`config.mk`:
```
export PLATFORM = sky130hd
export DESIGN_NAME = pt_walker
export DESIGN_NICKNAME = d
export VERILOG_FILES = /design/src/rtl/ptw_pkg.sv /design/src/rtl/pt_canon_chk.sv /design/src/rtl/pt_entry_addr.sv /design/src/rtl/pt_entry_decode.sv /design/src/rtl/pt_walker.sv
export SDC_FILE = /design/constraint.sdc
export NUM_CORES = 1
export LEC_CHECK = 0
export BUFFER_PORTS_ARGS = -buffer_cell sky130_fd_sc_hd__buf_2
export CORE_UTILIZATION = 40
export CTS_BUF_LIST = sky130_fd_sc_hd__clkbuf_4 sky130_fd_sc_hd__clkbuf_8
export CTS_CLUSTER_DIAMETER = 50
export DETAILED_ROUTE_END_ITERATION = 6
export GPL_ROUTABILITY_DRIVEN = 0
export GPL_TIMING_DRIVEN = 0
export PLACE_DENSITY = 0.7
export SLEW_MARGIN = 15
export SYNTH_ARGS = -nofsm -noshare
export SYNTH_HDL_FRONTEND = slang
export SYNTH_SLANG_ARGS = --single-unit
```
`constraint.sdc`:
```
create_clock -name clk_i -period 2.3 [get_ports clk_i]
set_input_delay 0.23 -clock clk_i [delete_from_list [all_inputs] [get_ports clk_i]]
set_output_delay 0.23 -clock clk_i [all_outputs]
set_load 0.02 [all_outputs]
```
`src/rtl/ptw_pkg.sv`:
```
package ptw_pkg;

    typedef enum logic [2:0] {
        WS_IDLE  = 3'd0,
        WS_CHECK = 3'd1,
        WS_READ  = 3'd2,
        WS_DONE  = 3'd3,
        WS_FAULT = 3'd4
    } walk_state_e;

    typedef enum logic [1:0] {
        FC_NONE     = 2'd0,
        FC_ABSENT   = 2'd1,
        FC_NONCANON = 2'd2
    } fault_code_e;

endpackage

```
`src/rtl/pt_canon_chk.sv`:
```
module pt_canon_chk #(
    parameter int VADDR_W = 64,
    parameter int VA_USED = 48
) (
    input  logic [VADDR_W-1:0] vaddr_i,
    output logic               canon_o
);
    localparam int TOP_W = VADDR_W - VA_USED + 1;

    logic [TOP_W-1:0] upper;

    assign upper   = vaddr_i[VADDR_W-1:VA_USED-1];
    assign canon_o = (&upper) | ~(|upper);
endmodule

```
`src/rtl/pt_entry_addr.sv`:
```
module pt_entry_addr #(
    parameter int VA_USED     = 48,
    parameter int OFF_W       = 12,
    parameter int IDX_W       = 9,
    parameter int LEVELS      = 4,
    parameter int PA_W        = 52,
    parameter int ENTRY_BYTES = 8,
    parameter int LVL_W       = 2
) (
    input  logic [VA_USED-1:0]    va_i,
    input  logic [LVL_W-1:0]      level_i,
    input  logic [PA_W-OFF_W-1:0] base_i,
    output logic [PA_W-1:0]       addr_o
);
    localparam int SH = $clog2(ENTRY_BYTES);

    logic [IDX_W-1:0] idx [LEVELS];
    logic [IDX_W-1:0] sel;

    genvar g;
    generate
        for (g = 0; g < LEVELS; g++) begin : g_slice
            assign idx[g] = va_i[VA_USED-1-g*IDX_W -: IDX_W];
        end
    endgenerate

    always_comb begin
        sel = '0;
        for (int l = 0; l < LEVELS; l++) begin
            if (level_i == LVL_W'(l)) sel = idx[l];
        end
    end

    assign addr_o = {base_i, {OFF_W{1'b0}}} + (PA_W'(sel) << SH);
endmodule

```
`src/rtl/pt_entry_decode.sv`:
```
module pt_entry_decode #(
    parameter int ENTRY_W     = 64,
    parameter int PA_W        = 52,
    parameter int OFF_W       = 12,
    parameter int PRESENT_BIT = 0
) (
    input  logic [ENTRY_W-1:0]    entry_i,
    output logic                  present_o,
    output logic [PA_W-OFF_W-1:0] ppn_o
);
    assign present_o = entry_i[PRESENT_BIT];
    assign ppn_o     = entry_i[PA_W-1:OFF_W];
endmodule

```
`src/rtl/pt_walker.sv`:
```
module pt_walker #(
    parameter int VADDR_W = 64,
    parameter int VA_USED = 48,
    parameter int PA_W    = 52,
    parameter int OFF_W   = 12,
    parameter int IDX_W   = 9,
    parameter int LEVELS  = 4,
    parameter int ENTRY_W = 64
) (
    input  logic                       clk_i,
    input  logic                       rst_ni,
    input  logic [ENTRY_W-1:0]         root_base_i,
    input  logic                       req_valid_i,
    output logic                       req_ready_o,
    input  logic [VADDR_W-1:0]         req_vaddr_i,
    output logic                       mem_req_valid_o,
    input  logic                       mem_req_ready_i,
    output logic [PA_W-1:0]            mem_req_addr_o,
    input  logic                       mem_rsp_valid_i,
    input  logic [ENTRY_W-1:0]         mem_rsp_data_i,
    output logic                       done_o,
    output logic                       fault_o,
    output logic [1:0]                 fault_code_o,
    output logic [$clog2(LEVELS)-1:0]  fault_level_o,
    output logic [PA_W-1:0]            paddr_o
);
    import ptw_pkg::*;

    localparam int PPN_W       = PA_W - OFF_W;
    localparam int LVL_W       = $clog2(LEVELS);
    localparam int ENTRY_BYTES = ENTRY_W / 8;

    typedef struct packed {
        walk_state_e        st;
        logic [VADDR_W-1:0] va;
        logic [PPN_W-1:0]   base;
        logic [LVL_W-1:0]   lvl;
        logic               sent;
        logic [PA_W-1:0]    pa;
        fault_code_e        fc;
    } walk_regs_t;

    walk_regs_t       r_d, r_q;
    logic             canon_ok;
    logic             ent_present;
    logic [PPN_W-1:0] ent_ppn;
    logic [PA_W-1:0]  ent_addr;

    pt_canon_chk #(
        .VADDR_W (VADDR_W),
        .VA_USED (VA_USED)
    ) u_canon (
        .vaddr_i (r_q.va),
        .canon_o (canon_ok)
    );

    pt_entry_addr #(
        .VA_USED     (VA_USED),
        .OFF_W       (OFF_W),
        .IDX_W       (IDX_W),
        .LEVELS      (LEVELS),
        .PA_W        (PA_W),
        .ENTRY_BYTES (ENTRY_BYTES),
        .LVL_W       (LVL_W)
    ) u_addr (
        .va_i    (r_q.va[VA_USED-1:0]),
        .level_i (r_q.lvl),
        .base_i  (r_q.base),
        .addr_o  (ent_addr)
    );

    pt_entry_decode #(
        .ENTRY_W     (ENTRY_W),
        .PA_W        (PA_W),
        .OFF_W       (OFF_W),
        .PRESENT_BIT (0)
    ) u_decode (
        .entry_i   (mem_rsp_data_i),
        .present_o (ent_present),
        .ppn_o     (ent_ppn)
    );

    always_comb begin
        r_d             = r_q;
        req_ready_o     = 1'b0;
        mem_req_valid_o = 1'b0;
        unique case (r_q.st)
            WS_IDLE: begin
                req_ready_o = 1'b1;
                if (req_valid_i) begin
                    r_d.va   = req_vaddr_i;
                    r_d.fc   = FC_NONE;
                    r_d.pa   = '0;
                    r_d.lvl  = '0;
                    r_d.sent = 1'b0;
                    r_d.st   = WS_CHECK;
                end
            end
            WS_CHECK: begin
                if (!canon_ok) begin
                    r_d.fc = FC_NONCANON;
                    r_d.st = WS_FAULT;
                end else begin
                    r_d.base = root_base_i[PA_W-1:OFF_W];
                    r_d.lvl  = '0;
                    r_d.sent = 1'b0;
                    r_d.st   = WS_READ;
                end
            end
            WS_READ: begin
                mem_req_valid_o = !r_q.sent;
                if (!r_q.sent && mem_req_ready_i) begin
                    r_d.sent = 1'b1;
                end
                if (r_q.sent && mem_rsp_valid_i) begin
                    if (!ent_present) begin
                        r_d.fc = FC_ABSENT;
                        r_d.st = WS_FAULT;
                    end else if (r_q.lvl == LVL_W'(LEVELS - 1)) begin
                        r_d.pa = {ent_ppn, r_q.va[OFF_W-1:0]};
                        r_d.st = WS_DONE;
                    end else begin
                        r_d.base = ent_ppn;
                        r_d.lvl  = LVL_W'(r_q.lvl + 1'b1);
                        r_d.sent = 1'b0;
                    end
                end
            end
            WS_DONE:  r_d.st = WS_IDLE;
            WS_FAULT: r_d.st = WS_IDLE;
            default:  r_d.st = WS_IDLE;
        endcase
    end

    always_ff @(posedge clk_i or negedge rst_ni) begin
        if (!rst_ni) begin
            r_q <= '{st: WS_IDLE, va: '0, base: '0, lvl: '0, sent: 1'b0,
                     pa: '0, fc: FC_NONE};
        end else begin
            r_q <= r_d;
        end
    end

    assign mem_req_addr_o = ent_addr;
    assign done_o         = (r_q.st == WS_DONE) || (r_q.st == WS_FAULT);
    assign fault_o        = (r_q.st == WS_FAULT);
    assign fault_code_o   = r_q.fc;
    assign fault_level_o  = r_q.lvl;
    assign paddr_o        = r_q.pa;

    AST_DONE_ONE_CYCLE: assert property (@(posedge clk_i) disable iff (!rst_ni)
        done_o |=> !done_o);
    AST_BUSY_AFTER_ACCEPT: assert property (@(posedge clk_i) disable iff (!rst_ni)
        (req_valid_i && req_ready_o) |=> !req_ready_o);
    AST_CHECK_BEFORE_READ: assert property (@(posedge clk_i) disable iff (!rst_ni)
        (req_valid_i && req_ready_o) |=> !mem_req_valid_o);
    AST_MEMREQ_HOLD: assert property (@(posedge clk_i) disable iff (!rst_ni)
        (mem_req_valid_o && !mem_req_ready_i) |=> (mem_req_valid_o && $stable(mem_req_addr_o)));
    AST_OK_CODE: assert property (@(posedge clk_i) disable iff (!rst_ni)
        (done_o && !fault_o) |-> (fault_code_o == FC_NONE));
    AST_FAULT_CODE: assert property (@(posedge clk_i) disable iff (!rst_ni)
        (done_o && fault_o) |-> (fault_code_o != FC_NONE));
    AST_READY_AFTER_DONE: assert property (@(posedge clk_i) disable iff (!rst_ni)
        done_o |=> req_ready_o);

endmodule

```
# --- Yosys cells after proc, flatten, opt, wreduce, memory -nomap -nowiden ---
# Index checks and enable logic that the tools add are counted.
classes:
  n_addsub: 2
  eq_ne: 16
  n_mux: 25
  bitwise: 2
  reduce_logical: 18
ops:
  columns: ["op", "n"]
  rows:
  - ["52-bit one-hot mux with 2 select lines", 1]
  - ["97-bit two-way mux", 1]
  - ["95-bit two-way mux", 1]
  - ["43-bit two-way mux", 2]
  - ["40-bit one-hot mux with 2 select lines", 1]
  - ["67-bit two-way mux", 1]
  - ["57-bit two-way mux", 1]
  - ["52-bit by 12-bit adder with 52-bit output", 1]
  - ["52-bit two-way mux", 1]
  - ["9-bit two-way mux", 4]
  - ["3-bit one-hot mux with 3 select lines", 2]
  - ["17-bit AND reduction", 1]
  - ["17-bit OR reduction", 1]
  - ["2-bit inequality test (second input constant)", 8]
  - ["5-bit AND reduction", 3]
  - ["3-bit two-way mux", 4]
  - ["3-bit by 2-bit equality test with 1-bit output (second input constant)", 2]
  - ["2-bit one-hot mux with 3 select lines", 1]
  - ["3-bit AND reduction", 2]
  - ["6-bit AND reduction", 1]
  - ["2-bit equality test (second input constant)", 2]
  - ["2-bit two-way mux", 2]
  - ["2-bit nonzero test", 2]
  - ["3-bit by 1-bit equality test with 1-bit output (second input constant)", 1]
  - ["other kinds (14)", 17]
totals:
  ff_bits: 164
  output_inout_bits: 112
  elab_cells: 70

# --- Depth between registers and ports, before layout ---
# Gate-level depths: netlist (run 1).
logic_depth:
  ltp_word: 7
  mapped_depth: 8

# --- Cells and area by module ---
# A second synthesis (run 1) with hierarchy kept.
hier_totals:
  cells_unflattened: 637
  area_unflattened_um2: 8150.3
by_module_without_submodules:
  columns: ["module", "n_inst", "cells_each", "area_each_um2"]
  rows:
  - ["pt_walker", 1, 529, 7198.2]
  - ["pt_entry_addr", 1, 55, 545.5]
  - ["pt_entry_decode", 1, 41, 307.8]
  - ["pt_canon_chk", 1, 12, 98.8]

# --- Worst setup path before layout (run 1) ---
# No wires, ideal clock.
synth_path:
  kind: "register to output"
  start: "reg r_q (netlist bit fault_level_o[0])"
  end: "out mem_req_addr_o[9]"
  arrival_time_ns: 1.754
  required_time_ns: 2.070
  path_slack_ns: 0.316
  stages_incl_launch_ff: 7
  n_path_buf: 2
  path_cell_list: "dfrtp_1 -> inv_1 -> ha_1 -> clkbuf_1 -> clkbuf_1 -> a21oi_1 -> o21ai_0"
synth_via:
  elab_chain_cells: 6
synth_rtl:
  columns: ["item", "line_no", "text"]
  rows:
  - ["start, declared", "pt_walker.sv:43", "walk_regs_t r_d, r_q;"]
  - ["start signal, assigned", "pt_walker.sv:137", "r_q <= '{st: WS_IDLE, va: '0, base: '0, lvl: '0, sent: 1'b0,"]
  - ["start signal, assigned", "pt_walker.sv:140", "r_q <= r_d;"]
  - ["2-bit logical NOT", "pt_entry_addr.sv:30", "if (level_i == LVL_W'(l)) sel = idx[l];"]
  - ["9-bit two-way mux (3 in series)", "pt_entry_addr.sv:30", null]
  - ["9-bit two-way mux *", "pt_entry_addr.sv:30", null]
  - ["52-bit by 12-bit adder with 52-bit output *", "pt_entry_addr.sv:34", "assign addr_o = {base_i, {OFF_W{1'b0}}} + (PA_W'(sel) << SH);"]
  - ["end, declared", "pt_walker.sv:18", "output logic [PA_W-1:0] mem_req_addr_o,"]
# Mark *: on every way between the ends. The rest lies on a longest branch, timed or not.

# --- Worst setup path after layout (run 1) ---
layout_path:
  start: "reg r_q (netlist bit fault_level_o[0])"
  end: "out mem_req_addr_o[10]"
# The elaborated chain is that of the path after synthesis.

==> results.ini, run 1 <==
[outcome]
status=finished with violations
violations=setup timing

[worst_setup_path]
worst-setup-path-type=flip-flop to output pin
critical-path-top-delay-family=flip-flops
worst_path_largest_cell_delay_ns=0.47
worst_setup_path_end_kind=output pin
timing.critical_path.fanout_max=7
worst_path_max_delay_cell=dfrtp_2
timing.critical_path.arrival_ns=2.08
setup.worst_path.start_class=flip-flop
cp.buffers_inverters=2
worst_ep_required_time_ns=2.07
critical_path_cell_list=inv_4 -> ha_4 -> nor2b_4 -> a22oi_2 -> nor2_1 -> a21oi_1 -> o21ai_1 -> buf_4

[layout]
areaGrowthSynthToFinish_pct=40.6
final_area_sq_um=11600
layout.cells.most_common=buf_2
final_cell_mix=buf_2 (259), dfrtp_1 (160), buf_4 (126), nand2_1 (109), dlygate4sd3_1 (85)
post_route_cells_drive_above_1_share_pct=50.5
final_util_pct=57.3
nets=1335
number_of_fill_cells=1783

[timing]
worst_slack_ns=-0.0113
setup_repair_after_global_routing_missed_its_margin=yes
finalSetupViolations=1
timing.clock.skew_ns=0.0169
finalHoldViolCount=0
period_share_pct=100
worst_slew_margin_rel_pct=60.5
finalMaxSlewViolations=0
setup-tns-final_ns=-0.0113
period_minus_slack_ns=2.31
timing.fmax_mhz=433
worstMarginPinSlew_ns=0.593
hold_slack_ns=0.0298

[yosys]
post_synth_num_cell_types=42
post_synth_instance_area_sq_um=8220
netlist_instances=759
ys_top_cells_by_area=dfrtp_1 (50%), buf_4 (9.1%), mux2_2 (8.8%), a211oi_2 (5.9%), nand2_1 (5.0%)
synth_largest_area_cell=dfrtp_1
syn_avg_cell_area_sq_um=10.8
synth_sequential_area_ratio_pct=49.9
synthesis_warnings=0
netlist.area_leader.share_pct=49.9
synth_seq_cells=164

[drt]
drtPass1Iterations=5
drt_wirelength_mm=24.1
wl_per_cell_um=17.0
route.detailed.vias_per_inst=4.93
postRouteAntennaNets=0
drc_errors=0
drt_first_iter_violations=198
routed-via-count=6994

[grt]
grt_antenna_before_repair=1
vias_in_the_first_global_route=7183
globalRoute.totalOverflow=0
grtUsageTotal_pct=23.0
grt_start_max_net_pins=96
grt_pass1_wl_mm=37.8

[clock_tree]
clock_tree.root_cell=clkbuf_8
h-tree-depth=4
cts-root-to-sink-buffers=2
inserted_clock_buffers=17
worst_setup_hold_path_clk_slew_ns=0.09
tritoncts=yes
insertion_delay_ns=0.45
numClockSinks=164

[pwr]
power_mw=7.57
leakage_component_of_the_power_nw=5.74
vdd.ir_drop.worst_uv=428
power-per-cell-area_nw_per_um2=655

[die]
die_width_um=145
floorplan.rows=52
dieHeight_um=145
io_pins=309
initial_standard_cell_utilization_of_the_core_pct=40.7
core_region_area_sq_um=20200
fp.dieArea_sq_um=21100

[placed_design]
placedInstanceArea_sq_um=9890
place.port_buffers=258
place_hpwl_mm=16.8

[hold_path]
worstHoldPathType=input port to flip-flop

[run]
timing.max_cap.violations=0

[layer usage]
metal  wire length (um)  up-vias  global-route usage [%]
met1              10100     3408                    28.3
met2              12200      237                    39.9
met4                391        0                    6.74
met3               1450       23                    5.60
li1                   -     3326                       -
met5                  0        -                       0
[stage by stage]
step | instances | worst slack, ns
final | 1418 | -0.0113
after global routing | 1418 | -0.102
after CTS | 1413 | -0.00633
after detailed placement | 1290 | -0.234
after global placement | 1289 | -1.67
after floorplan | 761 | 0.316
[repair_timing]
item	in CTS	in global routing
hold buffers	84	1
pin swaps	6	12
hold endpoints to repair	152	1
buffers inserted	8	5
endpoints found under the setup margin	161	69
gates resized for setup	52	51
[flip-flops by register name (all words and copies together) (netlist names)]
signal,count
fault_code_o,2
paddr_o,52
r_q,108
fault_level_o,2
[logic make-up (layout without fill, tap and decap cells)]
| logic type | after synthesis | count (layout) | synth area share (%) |
|---|---|---|---|
| buf+inv | 153 | 539 | 12.2 |
| other cells | 1 | 4 | 0.0456 |
| compound gates | 136 | 136 | 13.6 |
| mux | 66 | 66 | 9.01 |
| simple gates | 235 | 235 | 14.6 |
| flops | 164 | 164 | 49.9 |
| fa+ha+maj | 4 | 4 | 0.609 |
[power by group]
part	leakage (nW)	internal [mW]	switching, mW
registers	2.12	3.26	0.280
clock network	0.225	1.26	1.14
logic	3.39	0.837	0.781
total	5.74	5.36	2.20
[worst reg2reg max path, cell delays in order, from the launching register on]
cell,delay (ns)
dfrtp_2,0.43
buf_4,0.15
nor4b_4,0.40
clkbuf_2,0.33
buf_2,0.34
mux2_2,0.38
[worst paths after layout]
check / start / to / slack, ns / cells past startpoint
worst max-delay path: fault_level_o[0] / mem_req_addr_o[10] / -0.01 / 8
worst max register to register: r_q[161] / r_q[105] / 0.14 / 5
min in group asynchronous: rst_ni / r_q[91] / 0.32 / 2
worst min register to register: paddr_o[43] / paddr_o[43] / 0.49 / 2
max in group asynchronous: rst_ni / fault_level_o[0] / 1.08 / 3
worst min-delay path: req_vaddr_i[51] / r_q[148] / 0.03 / 2
[cell type report]
cell class	count	area (sq um)	share of cell area (%)
antenna	1	2.50	0.0217
buffer	145	1030	8.92
clock buffer	20	263	2.27
clock inverter	12	193	1.67
inverter	5	21.3	0.184
multi-input combinational	444	3290	28.5
sequential	164	4110	35.6
tap	270	338	2.92
timing repair buffer	357	2310	20.0
[synthesized netlist by cell type]
cell type  count
a22oi_1        8
a211oi_2      39
a21oi_1       14
nor3b_1       43
a22o_1        27
clkbuf_1      26
buf_1          1
conb_1         1
inv_1          5
o21a_1         1
nor4_1         3
ha_1           4
buf_2         17
nand3_1        3
nor3_1        46
a211oi_1       1
nor4b_1        1
or4_1          1
or3b_1         2
buf_4        100
nand2b_1       1
buf_6          4
nor3_4         2
or2_2          1
nor2_2         1
dfrtp_1      164
nor2b_1        1
nand4_1        3
o41ai_1        1
nand3b_1       3
nor2_1        11
mux2_2        64
and3_1         1
mux2i_1        2
o22ai_1        3
o221ai_1       1
o21ai_1       23
a32o_1         1
and4_1         1
o21ai_0       17
nor4_2         1
nand2_1      110
(Power assumes the default switching activity.)
==> inputs of run 2 (changes only) <==
- CORE_MARGIN: default -> 2
- CORE_UTILIZATION: 40 -> 51
- PLACE_DENSITY: 0.7 -> 0.85
==> run 2 against run 1 <==
The run still ends with setup timing left. Worst hold slack worse by 0.0046 ns. Die area is 19% lower. Critical path depth stayed put. Wire length is 0.20% lower. Via count is 1.8% higher. Sequential share of layout area is 1.8 points higher. Clock power is 15% lower. Critical path type unchanged. Critical endpoint is now mem_req_addr_o[8].
==> results.ini, run 2 (same netlist as run 1, synthesis figures left out) <==
[die]
floorplan.rows=46
dieHeight_um=131
core_region_area_sq_um=15800
io_pins=309
die_width_um=131
fp.dieArea_sq_um=17100
initial_standard_cell_utilization_of_the_core_pct=51.9

[pwr]
power.share.switching_pct=29.8
leakage_component_of_the_power_nw=5.54
power.switching_mw=2.13
p_clk_share_pct=28.6
intPower_mw=5.02
combinationalPowerShare_pct=21.9
sequentialPowerShare_pct=49.5
power-per-cell-area_nw_per_um2=652
vdd.ir_drop.worst_uv=454

[grt]
grt_pass1_wl_mm=36.6
grtUsageTotal_pct=28.0
globalRoute.totalOverflow=0
grt_antenna_before_repair=1
vias_in_the_first_global_route=7298
grt_start_max_net_pins=95

[drt]
drt_first_iter_violations=312
route.detailed.vias_per_inst=5.37
drc_errors=0
routed-via-count=7123
postRouteAntennaNets=0
drtPass1Iterations=5
wl_per_cell_um=18.2
drt_wirelength_mm=24.1

[outcome]
status=finished with violations
violations=setup timing

[worst_setup_path]
timing.reg2reg.setup_slack_ns=0.15
timing.critical_path.arrival_ns=2.10
timing.critical_path.fanout_max=10
worst_ep_required_time_ns=2.07
setup.worst_path.start_class=flip-flop
worst_setup_path_end_kind=output pin
worst-setup-path-type=flip-flop to output pin

[timing]
period_share_pct=101
timing.clock.skew_ns=0.0167
timing.fmax_mhz=429
hold_slack_ns=0.0253
finalMaxSlewViolations=0
worstMarginPinSlew_ns=0.595
worst_slack_ns=-0.0332
period_minus_slack_ns=2.33
setup_repair_after_global_routing_missed_its_margin=yes
finalSetupViolations=1
finalHoldViolCount=0
worst_slew_margin_rel_pct=60.3

[clock_tree]
h-tree-depth=4
inserted_clock_buffers=17
worst_setup_hold_path_clk_slew_ns=0.08
numClockSinks=164
insertion_delay_ns=0.45
cts-root-to-sink-buffers=2
clock_tree.root_cell=clkbuf_8
tritoncts=yes

[placed_design]
place_hpwl_mm=16.8
dp_cells=1236
place.port_buffers=258
dp_worst_setup_slack_ns=-0.216

[layout]
max_flop_register=r_q
largest_register_ffs=108
regArea_sq_um=4110
layout.cells.most_common=buf_2
areaGrowthSynthToFinish_pct=33.6
number_of_fill_cells=1189
final_util_pct=69.4
instances_no_fill=1326
post_route_cells_drive_above_1_share_pct=51.5
final_cell_mix=buf_2 (260), dfrtp_1 (162), buf_4 (128), nand2_1 (109), mux2_2 (64)
nets=1297
multi_input_comb_area_sq_um=3250

[hold_path]
worstHoldPathType=input port to flip-flop

[run]
timing.max_cap.violations=0

## run 2: cell count changes in the layout (fill, tap and decap cells not counted), moves of 3 or more
cell,change
bufinv_16,-3
a22oi_2,-4
nor2_2,-3
dlygate4sd3_1,-41
clkinv_2,+3
a22oi_1,+4
clkbuf_4,+4
nor2_1,+3
clkbuf_2,-3
## run 2: final cells by class
type                            count  share of cell area, %
Clock buffer                       24                   2.72
Clock inverter                      8                  0.707
Inverter                            5                  0.171
Sequential cell                   164                   37.4
Buffer                            146                   9.47
Antenna cell                        1                 0.0228
Tap cell                          216                   2.46
Multi-Input combinational cell    444                   29.6
Timing Repair Buffer              318                   17.4
## run 2: final timing paths
| kind | depth (start not counted) | endpoint | from |
|---|---|---|---|
| worst max-delay path | 8 | mem_req_addr_o[8] | fault_level_o[0] |
| worst min-delay path | 2 | r_q[99] | req_vaddr_i[2] |
| worst max register to register | 6 | r_q[95] | r_q[147] |
| worst min register to register | 2 | paddr_o[34] | paddr_o[34] |
| max in group asynchronous | 3 | r_q[71] | rst_ni |
| min in group asynchronous | 2 | r_q[114] | rst_ni |
## run 2: power groups by stage
stage | Combinational, mW | Clock [mW] | Sequential, mW
5_1_grt | 1.70 | 2.19 | 3.58
4_1_cts | 1.51 | 2.06 | 3.51
6_report | 1.57 | 2.04 | 3.54
2_1_floorplan | 0.927 | 0 | 3.49
3_5_place_dp | 1.40 | 0 | 3.57
3_3_place_gp | 1.35 | 0 | 3.54
## run 2: repair_timing
action | 4_1_cts | 5_1_grt
gates resized for setup | 45 | 44
setup endpoints to repair | 149 | 64
pin swaps | 4 | 7
hold buffers | 42 | 2
endpoints found under the hold margin | 111 | 2
buffers inserted | 14 | 1
## run 2: critical path, cell delays in order, from the launching register on
cell	delay [ns]
dfrtp_1	0.42
buf_4	0.16
ha_4	0.17
buf_6	0.14
a22oi_2	0.22
nor2_1	0.06
a21oi_1	0.21
o21ai_1	0.11
buf_2	0.17
## run 2: per-stage QoR
| stage | TNS (ns) | power (mW) | area, sq um |
|---|---|---|---|
| global placement | -264.71 | 4.89 | 9790 |
| floorplan | 0 | 4.41 | 8220 |
| CTS | -0.0933 | 7.09 | 10800 |
| detailed placement | -16.36 | 4.97 | 9820 |
| finish | -0.0332 | 7.15 | 11000 |
| global route | -0.438 | 7.47 | 11000 |
## run 2: metal layers
metal	track usage, %	part of all wire, %	up-vias
met5	0	0	-
met1	32.0	38	3493
li1	-	-	3252
met2	49.8	51	303
met4	12.0	3.6	0
met3	7.37	7.2	75
==> inputs of run 3 (changes only) <==
- SKIP_CTS_REPAIR_TIMING: default -> 1
==> run 3 against run 2 <==
The flow now finishes without violations. Power down 1.3%. Cell count decreased by 2.3%. Cell area down 3.2%. Wire length decreased by 3.6%. Utilization shrank 2.2 points. Global-route usage fell by 1.8 points. Critical path type unchanged. Highest routed layer unchanged.
==> results.ini, run 3 (same netlist as run 1, synthesis figures left out) <==
[hold_path]
worstHoldPathType=input port to flip-flop
worstHoldStart=req_vaddr_i[60]
hold_depth=2
hold_path_end=r_q[157]

[run]
timing.max_cap.violations=0

[worst_setup_path]
worstReg2RegEnd=r_q[147]
timing.reg2reg.setup_slack_ns=0.06
worst-setup-path-type=flip-flop to output pin
worst_setup_path_end_kind=output pin
cp.buffers_inverters=3
worst_ep_required_time_ns=2.07
timing.critical_path.arrival_ns=2.04
worst_path_max_delay_cell=dfrtp_2
reg2reg_from=r_q[162]
setup.worst_path.start_class=flip-flop
timing.critical_path.fanout_max=7
critical-path-top-delay-family=buffers and inverters
critical_path_cell_list=inv_2 -> ha_4 -> nor2b_4 -> buf_6 -> a22oi_2 -> nor2_1 -> a21oi_2 -> o21ai_0 -> buf_2
r2r_cells=4
worst_path_largest_cell_delay_ns=0.43

[clock_tree]
inserted_clock_buffers=17
tritoncts=yes
h-tree-depth=4
numClockSinks=164
cts-root-to-sink-buffers=2
worst_setup_hold_path_clk_slew_ns=0.08
clock_tree.root_cell=clkbuf_8
insertion_delay_ns=0.45

[layout]
final_cell_mix=buf_2 (262), dfrtp_1 (160), buf_4 (118), nand2_1 (109), mux2_2 (64)
largest_register_ffs=108
multi_input_comb_area_sq_um=3200
regArea_sq_um=4110
number_of_fill_cells=1262
areaGrowthSynthToFinish_pct=29.3
layout.cells.most_common=buf_2
nets=1267
max_flop_register=r_q
post_route_cells_drive_above_1_share_pct=52.5

[timing]
timing.clock.skew_ns=0.0182
period_share_pct=98.9
period_minus_slack_ns=2.27
timing.fmax_mhz=440
worst_slew_margin_rel_pct=58.1
finalMaxSlewViolations=0
setup_repair_after_global_routing_missed_its_margin=yes
worst_slack_ns=0.0253
finalSetupViolations=0
finalHoldViolCount=0
worstMarginPinSlew_ns=0.619

[die]
initial_standard_cell_utilization_of_the_core_pct=51.9
floorplan.rows=46
dieHeight_um=131
die_width_um=131
fp.dieArea_sq_um=17100
io_pins=309
core_region_area_sq_um=15800

[drt]
drt_wirelength_mm=23.2
routed-via-count=6902
drtPass1Iterations=6
drt_first_iter_violations=337
wl_per_cell_um=17.9
postRouteAntennaNets=0
drc_errors=0
route.detailed.vias_per_inst=5.33

[outcome]
status=finished clean

[placed_design]
dp_worst_setup_slack_ns=-0.216
place_hpwl_mm=16.8
place.port_buffers=258

[grt]
grtUsageTotal_pct=26.2
vias_in_the_first_global_route=6856
globalRoute.totalOverflow=0
grt_pass1_wl_mm=34.3
grt_start_max_net_pins=95
grt_antenna_before_repair=1

[pwr]
power-per-cell-area_nw_per_um2=664
vdd.ir_drop.worst_uv=487
power_mw=7.06
leakage_component_of_the_power_nw=5.39

[run 3: cell count changes in the layout (fill, tap and decap cells not counted), moves of 2 or more]
| cell | before | now |
|---|---|---|
| dfrtp_1 | 162 | 160 |
| dlygate4sd3_1 | 44 | 19 |
| ha_4 | 3 | 1 |
| buf_4 | 128 | 118 |
| o21ai_1 | 32 | 29 |
| buf_2 | 260 | 262 |
| clkbuf_4 | 7 | 10 |
| o21ai_0 | 8 | 10 |
| dfrtp_2 | 2 | 4 |
[run 3: final cells by class]
| cell class | count | area share [%] |
|---|---|---|
| well taps | 216 | 2.54 |
| flip-flops and latches | 164 | 38.7 |
| clock inverters | 8 | 0.730 |
| inverters | 5 | 0.177 |
| diodes | 1 | 0.0235 |
| clock buffers | 24 | 2.81 |
| repair buffers | 287 | 15.1 |
| multi-input cells | 444 | 30.1 |
| plain buffers | 147 | 9.80 |
[run 3: power by group]
group | switching (mW) | internal [mW] | leakage, nW
clock | 1.07 | 0.972 | 0.194
sequential | 0.275 | 3.27 | 2.12
combinational | 0.749 | 0.732 | 3.08
[run 3: routing by layer]
metal	track usage, %	part of all wire [%]	up-vias
li1	-	-	3181
met1	31.3	39	3401
met2	45.2	51	269
met3	7.45	7.1	51
met4	9.82	2.5	0
met5	0	0	-
[run 3: per-stage QoR]
stage / setup TNS, ns / utilization, % / area, sq um / instances / hold WS [ns]
2_1_floorplan: 0 / - / 8220 / 761 / -0.0656
3_3_place_gp: -264.71 / 61.8 / 9790 / 1235 / 0.461
3_5_place_dp: -16.36 / 62.1 / 9820 / 1236 / 0.223
4_1_cts: -22.67 / 64.4 / 10200 / 1268 / -0.269
5_1_grt: -2.07 / 67.1 / 10600 / 1295 / 0.000968
6_report: 0 / 67.1 / 10600 / 1296 / 0.00801
[run 3: how the worst max path moves through the flow]
stage	start	endpoint	cells after the start
after global placement	rst_ni	paddr_o[37]	1
after floorplan	fault_level_o[0]	mem_req_addr_o[9]	6
final	fault_level_o[0]	mem_req_addr_o[8]	9
after CTS	fault_level_o[0]	mem_req_addr_o[10]	7
after global routing	fault_level_o[1]	mem_req_addr_o[9]	8
after detailed placement	r_q[147]	r_q[95]	6
